--- src/rtl/tmr_pkg.sv ---
package tmr_pkg;
  localparam int CNT_W  = 8;
  localparam int NCH    = 2;
  localparam int FLG_W  = 3;
  localparam int SEL_W  = 3;
  localparam int ADDR_W = 4;
  localparam int IDX_W  = ADDR_W - 1;

  localparam logic [IDX_W-1:0] REG_CNT  = 3'd0;
  localparam logic [IDX_W-1:0] REG_CMPA = 3'd1;
  localparam logic [IDX_W-1:0] REG_CMPB = 3'd2;
  localparam logic [IDX_W-1:0] REG_CTRL = 3'd3;
  localparam logic [IDX_W-1:0] REG_OUTC = 3'd4;
  localparam logic [IDX_W-1:0] REG_FLG  = 3'd5;
  localparam logic [IDX_W-1:0] REG_IEN  = 3'd6;
  localparam logic [IDX_W-1:0] REG_MODE = 3'd7;

  typedef enum logic [1:0] {CLR_NONE = 2'd0, CLR_CMA = 2'd1, CLR_CMB = 2'd2, CLR_EXT = 2'd3} clr_sel_e;
  typedef enum logic [1:0] {ACT_KEEP = 2'd0, ACT_LOW = 2'd1, ACT_HIGH = 2'd2, ACT_TOGGLE = 2'd3} out_act_e;
  typedef enum logic [1:0] {CAS_OFF = 2'd0, CAS_WIDE = 2'd1, CAS_EVCNT = 2'd2, CAS_RSVD = 2'd3} cas_mode_e;

  typedef struct packed {
    logic [CNT_W-1:0] cmpA;
    logic [CNT_W-1:0] cmpB;
    clr_sel_e         clrSel;
    out_act_e         actA;
    out_act_e         actB;
    logic [FLG_W-1:0] irqEn;
  } ch_cfg_t;

  typedef struct packed {
    logic             tick;
    logic             extClr;
    logic             cntWr;
    logic [CNT_W-1:0] cntData;
    logic [FLG_W-1:0] flagClr;
  } ch_strb_t;
endpackage

--- src/rtl/tmr_ctrl.sv ---
module tmr_ctrl
  import tmr_pkg::*;
#(
  parameter int TAP_CNT  = 6,
  parameter int TAP_STEP = 2
) (
  input  logic                        clk,
  input  logic                        rstN,
  input  logic                        wrEn,
  input  logic [ADDR_W-1:0]           addr,
  input  logic [CNT_W-1:0]            wrData,
  output logic [CNT_W-1:0]            rdData,
  input  logic [NCH-1:0]              extClk,
  input  logic [NCH-1:0]              extRst,
  input  logic [NCH-1:0][CNT_W-1:0]   cntIn,
  input  logic [NCH-1:0][FLG_W-1:0]   flagsIn,
  output ch_cfg_t [NCH-1:0]           cfg,
  output ch_strb_t [NCH-1:0]          strb,
  output cas_mode_e                   mode
);
  localparam int PRE_W = TAP_CNT * TAP_STEP;
  localparam int SEL_N = 1 << SEL_W;
  localparam logic [SEL_W-1:0] EXT_SEL = SEL_W'(SEL_N - 1);

  logic [PRE_W-1:0] pre;
  logic [SEL_N-1:0] tapVec;
  logic             chSel;
  logic [IDX_W-1:0] regIdx;

  logic [CNT_W-1:0] cmpAR   [NCH];
  logic [CNT_W-1:0] cmpBR   [NCH];
  logic [SEL_W-1:0] clkSelR [NCH];
  clr_sel_e         clrSelR [NCH];
  logic             fallR   [NCH];
  out_act_e         actAR   [NCH];
  out_act_e         actBR   [NCH];
  logic [FLG_W-1:0] ienR    [NCH];
  cas_mode_e        modeR;

  assign chSel  = addr[ADDR_W-1];
  assign regIdx = addr[IDX_W-1:0];
  assign mode   = modeR;

  always_ff @(posedge clk or negedge rstN) begin
    if (!rstN) begin
      pre   <= '0;
      modeR <= CAS_OFF;
      for (int c = 0; c < NCH; c++) begin
        cmpAR[c]   <= '1;
        cmpBR[c]   <= '1;
        clkSelR[c] <= '0;
        clrSelR[c] <= CLR_NONE;
        fallR[c]   <= 1'b0;
        actAR[c]   <= ACT_KEEP;
        actBR[c]   <= ACT_KEEP;
        ienR[c]    <= '0;
      end
    end else begin
      pre <= pre + 1'b1;
      if (wrEn) begin
        case (regIdx)
          REG_CMPA: cmpAR[chSel] <= wrData;
          REG_CMPB: cmpBR[chSel] <= wrData;
          REG_CTRL: begin
            clkSelR[chSel] <= wrData[SEL_W-1:0];
            clrSelR[chSel] <= clr_sel_e'(wrData[SEL_W+1:SEL_W]);
            fallR[chSel]   <= wrData[SEL_W+2];
          end
          REG_OUTC: begin
            actAR[chSel] <= out_act_e'(wrData[1:0]);
            actBR[chSel] <= out_act_e'(wrData[3:2]);
          end
          REG_IEN:  ienR[chSel] <= wrData[FLG_W-1:0];
          REG_MODE: if (!chSel) modeR <= cas_mode_e'(wrData[1:0]);
          default: ;
        endcase
      end
    end
  end

  // prescaler taps: tap k fires once every 2^(k*TAP_STEP) clocks
  for (genvar k = 0; k < SEL_N; k++) begin : g_tap
    if (k >= 1 && k <= TAP_CNT) begin : g_on
      assign tapVec[k] = &pre[k*TAP_STEP-1:0];
    end else begin : g_off
      assign tapVec[k] = 1'b0;
    end
  end

  for (genvar g = 0; g < NCH; g++) begin : g_ch
    logic [2:0] clkSync;
    logic [1:0] rstSync;
    logic       edgeHit;
    ch_strb_t   s;
    ch_cfg_t    c;

    always_ff @(posedge clk or negedge rstN) begin
      if (!rstN) begin
        clkSync <= '0;
        rstSync <= '0;
      end else begin
        clkSync <= {clkSync[1:0], extClk[g]};
        rstSync <= {rstSync[0], extRst[g]};
      end
    end

    assign edgeHit = fallR[g] ? (~clkSync[1] & clkSync[2]) : (clkSync[1] & ~clkSync[2]);

    always_comb begin
      s.tick    = (clkSelR[g] == EXT_SEL) ? edgeHit : tapVec[clkSelR[g]];
      s.extClr  = rstSync[1] && (clrSelR[g] == CLR_EXT);
      s.cntWr   = wrEn && (regIdx == REG_CNT) && (chSel == 1'(g));
      s.cntData = wrData;
      s.flagClr = (wrEn && (regIdx == REG_FLG) && (chSel == 1'(g))) ? wrData[FLG_W-1:0] : '0;
      c.cmpA    = cmpAR[g];
      c.cmpB    = cmpBR[g];
      c.clrSel  = clrSelR[g];
      c.actA    = actAR[g];
      c.actB    = actBR[g];
      c.irqEn   = ienR[g];
    end

    assign strb[g] = s;
    assign cfg[g]  = c;
  end

  always_comb begin
    rdData = '0;
    case (regIdx)
      REG_CNT:  rdData = cntIn[chSel];
      REG_CMPA: rdData = cmpAR[chSel];
      REG_CMPB: rdData = cmpBR[chSel];
      REG_CTRL: rdData = CNT_W'({fallR[chSel], clrSelR[chSel], clkSelR[chSel]});
      REG_OUTC: rdData = CNT_W'({actBR[chSel], actAR[chSel]});
      REG_FLG:  rdData = CNT_W'(flagsIn[chSel]);
      REG_IEN:  rdData = CNT_W'(ienR[chSel]);
      REG_MODE: rdData = chSel ? '0 : CNT_W'(modeR);
      default:  rdData = '0;
    endcase
  end
endmodule

--- src/rtl/tmr_dpath.sv ---
module tmr_dpath
  import tmr_pkg::*;
(
  input  logic                        clk,
  input  logic                        rstN,
  input  ch_cfg_t [NCH-1:0]           cfg,
  input  ch_strb_t [NCH-1:0]          strb,
  input  cas_mode_e                   mode,
  output logic [NCH-1:0][CNT_W-1:0]   cnt,
  output logic [NCH-1:0][FLG_W-1:0]   flags,
  output logic [NCH-1:0]              tmrOut,
  output logic [NCH-1:0]              evtA,
  output logic [NCH-1:0]              evtB,
  output logic [NCH-1:0]              irqA,
  output logic [NCH-1:0]              irqB,
  output logic [NCH-1:0]              irqO
);
  localparam logic [CNT_W-1:0] TOP = '1;

  logic     wide, evCnt;
  logic     eqWideA, eqWideB;
  logic     [NCH-1:0] eq8A, eq8B, tickEff, clrTick, extHit, eqClrA, eqClrB, eqEvtA, eqEvtB;
  clr_sel_e clrSrc [NCH];

  assign wide  = (mode == CAS_WIDE);
  assign evCnt = (mode == CAS_EVCNT);

  always_comb begin
    for (int i = 0; i < NCH; i++) begin
      eq8A[i] = (cnt[i] == cfg[i].cmpA);
      eq8B[i] = (cnt[i] == cfg[i].cmpB);
    end
    eqWideA = &eq8A;
    eqWideB = &eq8B;
    // low byte / event-counting channel
    tickEff[1] = evCnt ? evtA[0] : strb[1].tick;
    clrTick[1] = tickEff[1];
    clrSrc[1]  = wide ? cfg[0].clrSel : cfg[1].clrSel;
    extHit[1]  = wide ? strb[0].extClr : strb[1].extClr;
    eqClrA[1]  = wide ? eqWideA : eq8A[1];
    eqClrB[1]  = wide ? eqWideB : eq8B[1];
    eqEvtA[1]  = eq8A[1];
    eqEvtB[1]  = eq8B[1];
    // high byte / first channel
    tickEff[0] = wide ? (strb[1].tick && cnt[1] == TOP) : strb[0].tick;
    clrTick[0] = wide ? strb[1].tick : strb[0].tick;
    clrSrc[0]  = cfg[0].clrSel;
    extHit[0]  = strb[0].extClr;
    eqClrA[0]  = wide ? eqWideA : eq8A[0];
    eqClrB[0]  = wide ? eqWideB : eq8B[0];
    eqEvtA[0]  = eqClrA[0];
    eqEvtB[0]  = eqClrB[0];
  end

  function automatic logic applyAct(input out_act_e act, input logic cur);
    case (act)
      ACT_LOW:    return 1'b0;
      ACT_HIGH:   return 1'b1;
      ACT_TOGGLE: return ~cur;
      default:    return cur;
    endcase
  endfunction

  for (genvar g = 0; g < NCH; g++) begin : g_ch
    logic [CNT_W-1:0] cntQ;
    logic [FLG_W-1:0] flagQ;
    logic eqAQ, eqBQ, evtAQ, evtBQ, ovfQ, outQ;
    logic cmpHit, wrapNow;

    assign cmpHit  = clrTick[g] && (((clrSrc[g] == CLR_CMA) && eqClrA[g]) ||
                                    ((clrSrc[g] == CLR_CMB) && eqClrB[g]));
    assign wrapNow = tickEff[g] && (cntQ == TOP) && !cmpHit && !extHit[g] && !strb[g].cntWr;

    always_ff @(posedge clk or negedge rstN) begin
      if (!rstN) begin
        cntQ  <= '0;
        flagQ <= '0;
        eqAQ  <= 1'b0;
        eqBQ  <= 1'b0;
        evtAQ <= 1'b0;
        evtBQ <= 1'b0;
        ovfQ  <= 1'b0;
        outQ  <= 1'b0;
      end else begin
        if (strb[g].cntWr)   cntQ <= strb[g].cntData;
        else if (extHit[g])  cntQ <= '0;
        else if (cmpHit)     cntQ <= '0;
        else if (tickEff[g]) cntQ <= cntQ + 1'b1;
        eqAQ  <= eqEvtA[g];
        eqBQ  <= eqEvtB[g];
        evtAQ <= eqEvtA[g] && !eqAQ;
        evtBQ <= eqEvtB[g] && !eqBQ;
        ovfQ  <= wrapNow;
        flagQ <= (flagQ & ~strb[g].flagClr) | {ovfQ, evtBQ, evtAQ};
        if (evtAQ)      outQ <= applyAct(cfg[g].actA, outQ);
        else if (evtBQ) outQ <= applyAct(cfg[g].actB, outQ);
      end
    end

    assign cnt[g]    = cntQ;
    assign flags[g]  = flagQ;
    assign tmrOut[g] = outQ;
    assign evtA[g]   = evtAQ;
    assign evtB[g]   = evtBQ;
    assign irqA[g]   = flagQ[0] & cfg[g].irqEn[0];
    assign irqB[g]   = flagQ[1] & cfg[g].irqEn[1];
    assign irqO[g]   = flagQ[2] & cfg[g].irqEn[2];
  end
endmodule

--- src/rtl/dual_timer8.sv ---
module dual_timer8
  import tmr_pkg::*;
#(
  parameter int TAP_CNT  = 6,
  parameter int TAP_STEP = 2
) (
  input  logic       clk,
  input  logic       rstN,
  input  logic       wrEn,
  input  logic [3:0] addr,
  input  logic [7:0] wrData,
  output logic [7:0] rdData,
  input  logic [1:0] extClk,
  input  logic [1:0] extRst,
  output logic [1:0] tmrOut,
  output logic [1:0] irqCmA,
  output logic [1:0] irqCmB,
  output logic [1:0] irqOvf
);
  ch_cfg_t  [NCH-1:0]            cfgV;
  ch_strb_t [NCH-1:0]            strbV;
  cas_mode_e                     casMode;
  logic     [NCH-1:0][CNT_W-1:0] cntV;
  logic     [NCH-1:0][FLG_W-1:0] flagsV;
  logic     [NCH-1:0]            evtAV, evtBV;

  tmr_ctrl #(.TAP_CNT(TAP_CNT), .TAP_STEP(TAP_STEP)) u_ctrl (
    .clk(clk), .rstN(rstN), .wrEn(wrEn), .addr(addr), .wrData(wrData), .rdData(rdData),
    .extClk(extClk), .extRst(extRst), .cntIn(cntV), .flagsIn(flagsV),
    .cfg(cfgV), .strb(strbV), .mode(casMode)
  );

  tmr_dpath u_dpath (
    .clk(clk), .rstN(rstN), .cfg(cfgV), .strb(strbV), .mode(casMode),
    .cnt(cntV), .flags(flagsV), .tmrOut(tmrOut), .evtA(evtAV), .evtB(evtBV),
    .irqA(irqCmA), .irqB(irqCmB), .irqO(irqOvf)
  );
endmodule

--- config.mk ---
export PLATFORM = sky130hd
export DESIGN_NAME = dual_timer8
export DESIGN_NICKNAME = d
export VERILOG_FILES = /design/src/rtl/tmr_pkg.sv /design/src/rtl/tmr_ctrl.sv /design/src/rtl/tmr_dpath.sv /design/src/rtl/dual_timer8.sv
export SDC_FILE = /design/constraint.sdc
export NUM_CORES = 1
export LEC_CHECK = 0
export CAP_MARGIN = 20
export CORE_ASPECT_RATIO = 1.4
export CORE_MARGIN = 2
export CORE_UTILIZATION = 55
export DETAILED_ROUTE_END_ITERATION = 8
export GPL_TIMING_DRIVEN = 0
export HOLD_SLACK_MARGIN = 0.08
export PLACE_DENSITY_LB_ADDON = 0.12
export SLEW_MARGIN = 5
export SYNTH_ARGS = -nofsm -noshare
export SYNTH_HDL_FRONTEND = slang
export SYNTH_SLANG_ARGS = --single-unit
--- constraint.sdc ---
create_clock -name clk -period 2.2 [get_ports clk]
set_input_delay 0.44 -clock clk [delete_from_list [all_inputs] [get_ports clk]]
set_output_delay 0.44 -clock clk [all_outputs]
set_load 0.03 [all_outputs]
# Yosys cells after proc, flatten, opt, wreduce, memory -nomap -nowiden
# Cells that the tools add are included.
# word_totals
register_bits	116
input_bits	19
output_inout_bits	16
elab_cells	251
# classes
n_addsub	3
order_cmp	5
eq_ne	37
n_mux	81
bitwise_logic	24
reduce_logical	63
# ops
operator	count
$mux 8	17
$pmux 8 s8	1
$mux 3	11
$bwmux 16	2
$eq 8x8->1	4
$logic_and 1x1->1	28
$eq 2x2->1 const B	13
$mux 2	12
$mux 1	22
$eq 3x3->1 const B	6
$add 8x1->8 const B	2
$eq 8x8->1 const B	2
$reduce_and 2->1	8
$reduce_bool 4->1	4
$eq 2x1->1 const B	7
$add 12x1->12 const B	1
$bwmux 4	3
$bwmux 6	2
$pmux 1 s3	4
$reduce_and 12->1	1
$and 1x1->1	10
$logic_not 1->1	10
$reduce_and 10->1	1
$reduce_and 3->1	3
other kinds (24)	39

# Longest topological paths before layout
# Gate-level depths: netlist of the first run.
# depth
ltp_word	10
depth_mapped	11

# By module
# A second synthesis of the first run with hierarchy kept.
# hier_totals
hier_cells	624
area_unflattened_um2	6576.3
# by_module_without_submodules
module	n_inst	cells_each	area_per_inst_um2
tmr_ctrl	1	355	4182.8
tmr_dpath	1	269	2393.5

# Worst setup path after synthesis of the first run
# Ideal clock, no wire load.
# synth_path
path_type	input port to output port
start	in addr[1]
end	out rdData[0]
arrival_time_ns	2.375
t_required_ns	1.760
path_slack_ns	-0.615
path_stages	8
path_cell_list	clkbuf_1 -> nor2b_1 -> and2_1 -> nand2_1 -> nor2_1 -> a211oi_1 -> o21bai_1 -> a221oi_1
# synth_between
elab_chain_cells	2
elab_cells_between_ends	9
# synth_rtl
item	line_no	rtl
start, declared	dual_timer8.sv:10	input logic [3:0] addr,
$eq 3x3->1, or another cell as far along	tmr_ctrl.sv:129	case (regIdx)
$pmux 8 s8 (*)	tmr_ctrl.sv:129	
end, declared	dual_timer8.sv:12	output logic [7:0] rdData,
# Mark *: on every way between the ends. The rest lies on a longest branch, timed or not.

# Worst setup path in the final report of the first run
# layout_path
start	reg u_ctrl.clkSelR[0] (netlist name)
end	out rdData[0]
# layout_between
elab_chain_cells	4
# layout_rtl
item	line_no	rtl
start, declared	tmr_ctrl.sv:32	logic [SEL_W-1:0] clkSelR [NCH];
start signal, assigned by index	tmr_ctrl.sv:65	clkSelR[chSel] <= wrData[SEL_W-1:0];
$mux 3 (implied by the code) (3 in a row)	tmr_ctrl.sv:133	REG_CTRL: rdData = CNT_W'({fallR[chSel], clrSelR[chSel], clkSelR[chSel]});
$pmux 8 s8	tmr_ctrl.sv:129	
# Every way passes these cells. The select of a mux whose other input is x is not followed.

==> results of run 1 <==
==> final cells by class <==
| cell class | instances | share of cell area |
|---|---|---|
| buffer | 26 | 0.0264 |
| multi-input combinational | 435 | 0.445 |
| clock inverter | 11 | 0.0190 |
| timing repair buffer | 111 | 0.114 |
| tap | 147 | 0.0199 |
| clock buffer | 21 | 0.0499 |
| sequential | 116 | 0.322 |
| inverter | 11 | 0.00448 |
==> power by group <==
group	leakage, nW	switching [mW]	internal [mW]
Sequential	1.36	0.613	2.68
Clock	0.304	1.04	1.96
Combinational	2.24	1.60	1.62
==> sequential cells by signal, summed over array words and instances (netlist names), 4 cells and up <==
register             count
u_ctrl.clkSelR           6
u_dpath.g_ch.cntQ       16
u_ctrl.g_ch.rstSync      4
u_dpath.g_ch.flagQ       6
u_ctrl.pre              12
u_ctrl.cfg              50
u_ctrl.g_ch.clkSync      6
==> critical path: stages (launching register included) <==
cell and delay, ns:
dfrtp_2 0.43, mux2_4 0.27, a221oi_2 0.24, a21oi_1 0.09
a211oi_2 0.27, o21bai_4 0.19, a221oi_4 0.10, buf_6 0.17
==> cells by family (layout without fill, tap and decap cells) <==
family | after synthesis | count (layout) | synth area share
simple gates | 175 | 175 | 0.146
compound gates | 129 | 129 | 0.156
flops | 116 | 116 | 0.452
mux | 82 | 82 | 0.141
buf+inv | 47 | 180 | 0.0352
xor+xnor | 42 | 42 | 0.0565
fa+ha+maj | 7 | 7 | 0.0135
==> cell usage in the layout (no fill, tap or decap), drive strengths merged, types with 10 or more instances in the layout <==
cell type / instances
clkdlybuf4s50: 19
nor3: 10
buf: 103
o21ai: 16
mux2i: 14
nor2b: 12
nor2: 29
inv: 12
a22oi: 10
dfstp: 32
a22o: 12
clkbuf: 33
nand3: 16
mux2: 67
xor2: 36
dfrtp: 84
nand2: 50
a21oi: 25
==> repair_timing <==
| action | in CTS | in global routing |
|---|---|---|
| pin swaps | 45 | 46 |
| resized for setup | 188 | 75 |
| gates cloned | 3 | 0 |
| endpoints found under the setup margin | 44 | 26 |
| hold buffers | 1 | 0 |
| buffers inserted | 61 | 16 |
| hold endpoints to repair | 36 | 0 |
==> through the flow <==
stage,worst slack [ns],utilization
detailed placement,-1.52,0.608
global route,-0.482,0.788
global placement,-3.62,0.606
floorplan,-0.147,-
CTS,-0.328,0.749
finish,-0.419,0.788
==> per-layer routing <==
| metal | vias to the layer above | wire, um |
|---|---|---|
| li1 | 2416 | - |
| met1 | 2842 | 8010 |
| met2 | 309 | 10600 |
| met3 | 86 | 1350 |
| met4 | 0 | 1360 |
| met5 | - | 0 |
==> final timing paths <==
check / start / endpoint / depth (start not counted)
setup / recovery: u_ctrl.clkSelR[0]$_DFFE_PN0P_ / rdData[0] / 7
hold reg to reg: u_ctrl.g_ch[0].rstSync[0]$_DFF_PN0_ / u_ctrl.g_ch[0].rstSync[1]$_DFF_PN0_ / 0
max in group asynchronous: rstN / u_ctrl.cfg[45]$_DFFE_PN1P_ / 3
setup reg to reg: u_ctrl.cfg[49]$_DFFE_PN1P_ / u_dpath.g_ch[1].cntQ[0]$_DFFE_PN0P_ / 10
hold / removal: u_ctrl.g_ch[0].rstSync[0]$_DFF_PN0_ / u_ctrl.g_ch[0].rstSync[1]$_DFF_PN0_ / 0
min in group asynchronous: rstN / u_ctrl.pre[6]$_DFF_PN0_ / 2
==> results.json, run 1 <==
{
  "num_vias": 5653,
  "initial_core_util": 0.556,
  "fin_worst_skew_ns": 0.00399,
  "required_ns": 1.76,
  "p_leak_nw": 3.91,
  "nFillCells": 660,
  "cts_tree": "yes",
  "power.total_mw": 9.52,
  "hp-class": "reg -> reg",
  "slew_headroom": 0.454,
  "place_hpwl_um": 12600,
  "synth_area_leaders": "dfrtp_1 32%, dfstp_2 13%, mux2_2 12%",
  "clkSinkCount": 116,
  "fin_ws_ns": -0.419,
  "min_period_over_period": 1.19,
  "ys_seq_elements": 116,
  "grt_max_degree": 68,
  "gr-usage-met1": 0.414,
  "wl_um": 21300,
  "ys_types": 76,
  "nets": 744,
  "final_cells": 878,
  "avgSynthCellArea_um2": 10.9,
  "async_flop_share": 1.00,
  "place_area_mm2": 0.00712,
  "finalInstanceArea_mm2": 0.00923,
  "overflow": 0,
  "track_usage": 0.329,
  "seqCellArea_mm2": 0.00297,
  "tightestPinTransition_ns": 0.817,
  "path_clk_slew_ns": 0.06,
  "viasPerCell": 6.44,
  "cts_made_buffers": 17,
  "rsz0062_at_grt": "true",
  "synth_top_cells_by_count": "84 x dfrtp_1, 67 x mux2_2, 50 x nand2_1",
  "numPortBuffers": 31,
  "place_inst": 777,
  "clk_latency_ns": 0.43,
  "die_w_um": 95.9,
  "grt_pass1_vias": 5737,
  "grt_pass1_wl_um": 31200,
  "synth_nets": 624,
  "antenna_found_initial": 0,
  "slew_violations": 0,
  "ir_drop_mv": 0.720,
  "end_kind": "output pin",
  "netlist_area_mm2": 0.00651,
  "yosysTopAreaCell": "dfrtp_1",
  "clockBufferDepth": 2,
  "synth_most_common_cell": "dfrtp_1",
  "firstDrtPassIters": 6,
  "area.growth.synth_to_final_pct": 41.8,
  "period_needed_ns": 2.62,
  "ys.flop_type": "dfrtp_1",
  "route.detailed.wl_per_inst_um": 24.2,
  "floorplan.core_area_mm2": 0.0117,
  "row_count": 47,
  "place_congestion": 0.969,
  "fmax_mhz": 382,
  "drc": 0,
  "yosysTopAreaCellShare": 0.323,
  "die_height_um": 133,
  "p_per_area_mw_per_mm2": 1030,
  "drt-initial-drc-count": 460,
  "grt_use_met2": 0.520,
  "grt-busiest-layer": "met2",
  "critPathKind": "reg -> out",
  "tns_ns": -4.67,
  "ys_warn_count": 0,
  "start_kind": "register",
  "hold_violations": 0,
  "ys_seq_area_frac": 0.452,
  "cts_root_buf": "clkbuf_16",
  "synth_enable_flop_cells": 0,
  "path_max_fanout": 2,
  "multi_input_area_mm2": 0.00410,
  "whs_ns": 0.345,
  "die_area_mm2": 0.0127,
  "grt_use_met3": 0.0706,
  "syn_inst": 598,
  "top_level_ports": 35,
  "ff2ff_setup_slack_ns": -0.30,
  "htreeDepth": 4,
  "layout-drive-gt1-share": 0.535,
  "violations": "setup timing",
  "setup_viol": 24,
  "insertedDiodeCount": 0,
  "ant_nets": 0,
  "outcome": "complete, but fails checks",
  "arrival_ns": 2.18,
  "drv_cap": 0
}
Power figures use the tool's default switching activity.
==> run 2, diff against run 1 <==
- ABC_AREA: unset -> 0
- CAP_MARGIN: 20 -> 40
==> run 2 against run 1 <==
The flow still finishes with violations (setup timing). Register-to-register slack hardly changed. Via count stayed put. Worst setup slack stayed put. Non-clock buffer count stayed put. Critical endpoint unchanged. Largest cell class unchanged. Wire length stayed put. Sequential share of layout area stayed put. Core utilization stayed put. Design area stayed put. Critical path depth stayed put. Clock power hardly changed. Total power stayed put.
==> results.json, run 2 (same netlist as run 1, synthesis figures left out) <==
{
  "outcome": "complete, but fails checks",
  "violations": "setup timing",
  "grt_pass1_wl_um": 31200,
  "numPortBuffers": 31,
  "clk_latency_ns": 0.43,
  "fin_worst_skew_ns": 0.00399,
  "antenna_found_initial": 0,
  "tns_ns": -4.67,
  "die_area_mm2": 0.0127,
  "ant_nets": 0,
  "route.detailed.wl_per_inst_um": 24.2,
  "clockBufferDepth": 2,
  "place_hpwl_um": 12600,
  "largest_reg_flops": 50,
  "htreeDepth": 4,
  "floorplan.core_area_mm2": 0.0117,
  "hp-class": "reg -> reg",
  "place_area_mm2": 0.00712,
  "fmax_mhz": 382,
  "area.growth.synth_to_final_pct": 41.8,
  "rr_startpoint": "u_ctrl.cfg[49]$_DFFE_PN1P_",
  "finalInstanceArea_mm2": 0.00923,
  "r2r_end": "u_dpath.g_ch[1].cntQ[0]$_DFFE_PN0P_",
  "slew_violations": 0,
  "end_kind": "output pin",
  "cp_slowest_stage_delay_ns": 0.43,
  "r2r_cells": 10,
  "nFillCells": 660,
  "fin_ws_ns": -0.419,
  "setup_viol": 24,
  "hold_path_depth": 0,
  "min_to": "u_ctrl.g_ch[0].rstSync[1]$_DFF_PN0_",
  "drt-initial-drc-count": 460,
  "start_kind": "register",
  "clkSinkCount": 116,
  "place_congestion": 0.969,
  "ff2ff_setup_slack_ns": -0.30,
  "path_max_fanout": 2,
  "tightestPinTransition_ns": 0.817,
  "cts_made_buffers": 17,
  "drv_cap": 0,
  "layout-drive-gt1-share": 0.535,
  "grt_max_degree": 68,
  "nets": 744,
  "crit_chain": "mux2_4 -> a221oi_2 -> a21oi_1 -> a211oi_2 -> o21bai_4 -> a221oi_4 -> buf_6",
  "rsz0062_at_grt": "true",
  "path_delay_family": "compound AO/OA/AOI/OAI gates",
  "dr.max_layer_used": "met4",
  "top_level_ports": 35,
  "track_usage": 0.329,
  "required_ns": 1.76,
  "critPathBufInv": 1,
  "worstHoldStart": "u_ctrl.g_ch[0].rstSync[0]$_DFF_PN0_",
  "final_cell_mix": "66 x buf_4, 64 x mux2_2, 61 x dfrtp_1",
  "firstDrtPassIters": 6,
  "critPathLaunch": "u_ctrl.clkSelR[0]$_DFFE_PN0P_",
  "wl_um": 21300,
  "slowest_stage": "dfrtp_2",
  "initial_core_util": 0.556,
  "final_cells": 878,
  "p_per_area_mw_per_mm2": 1030,
  "die_w_um": 95.9,
  "met2_length_um": 10600,
  "viasPerCell": 6.44,
  "wl_met3_um": 1350,
  "ir_drop_mv": 0.720,
  "path_clk_slew_ns": 0.06,
  "die_height_um": 133,
  "min_period_over_period": 1.19,
  "critPathKind": "reg -> out",
  "period_needed_ns": 2.62,
  "hold_violations": 0,
  "layout_commonest_cell": "buf_4",
  "cts_tree": "yes",
  "place_inst": 777,
  "p_leak_nw": 3.91,
  "overflow": 0,
  "insertedDiodeCount": 0,
  "slew_headroom": 0.454,
  "num_vias": 5653,
  "cts_root_buf": "clkbuf_16",
  "wl_met1_um": 8010,
  "grt_pass1_vias": 5737,
  "drc": 0,
  "arrival_ns": 2.18,
  "row_count": 47
}
[run 2: cell counts in the layout (fill, tap and decap cells not counted)]
No cell type changed its count.
[run 2: layout make-up]
cell class | count | area [um2] | share of cell area
inverter | 11 | 41.3 | 0.00448
timing repair buffer | 111 | 1050 | 0.114
clock inverter | 11 | 175 | 0.0190
multi-input combinational | 435 | 4100 | 0.445
clock buffer | 21 | 460 | 0.0499
sequential | 116 | 2970 | 0.322
tap | 147 | 184 | 0.0199
buffer | 26 | 244 | 0.0264
[run 2: worst max-delay path by stage]
stage,endpoint,slack (ns),cells past startpoint
6_report,rdData[0],-0.42,7
5_1_grt,rdData[0],-0.48,7
4_1_cts,rdData[0],-0.33,7
3_5_place_dp,rdData[0],-1.52,9
3_3_place_gp,u_dpath.g_ch[1].cntQ[2]$_DFFE_PN0P_,-3.62,1
2_1_floorplan,rdData[0],-0.15,8
[run 2: through the flow]
stage                     hold slack (ns)  total power, mW  utilization  worst slack (ns)
after floorplan                     0.144             4.61            -            -0.147
after global placement              0.333             5.26        0.606             -3.62
after detailed placement            0.335             5.33        0.608             -1.52
after CTS                           0.347             8.96        0.749            -0.328
after global routing                0.357             9.85        0.788            -0.482
final                               0.345             9.52        0.788            -0.419
[run 2: power by group]
group | switching, mW | internal (mW) | total (mW)
logic | 1.60 | 1.62 | 3.23
registers | 0.613 | 2.68 | 3.30
clock network | 1.04 | 1.96 | 3.00
[run 2: per-layer routing]
metal / global-route usage / up-vias
li1: - / 2416
met1: 0.414 / 2842
met2: 0.520 / 309
met3: 0.0706 / 86
met4: 0.183 / 0
met5: 0 / -
[run 2: timing repair]
action	CTS	global route
gates resized for setup	188	75
pin swaps	45	46
setup buffers	61	16
hold buffers	1	0
setup endpoints to repair	44	26
gates cloned	3	0
hold endpoints to repair	36	0
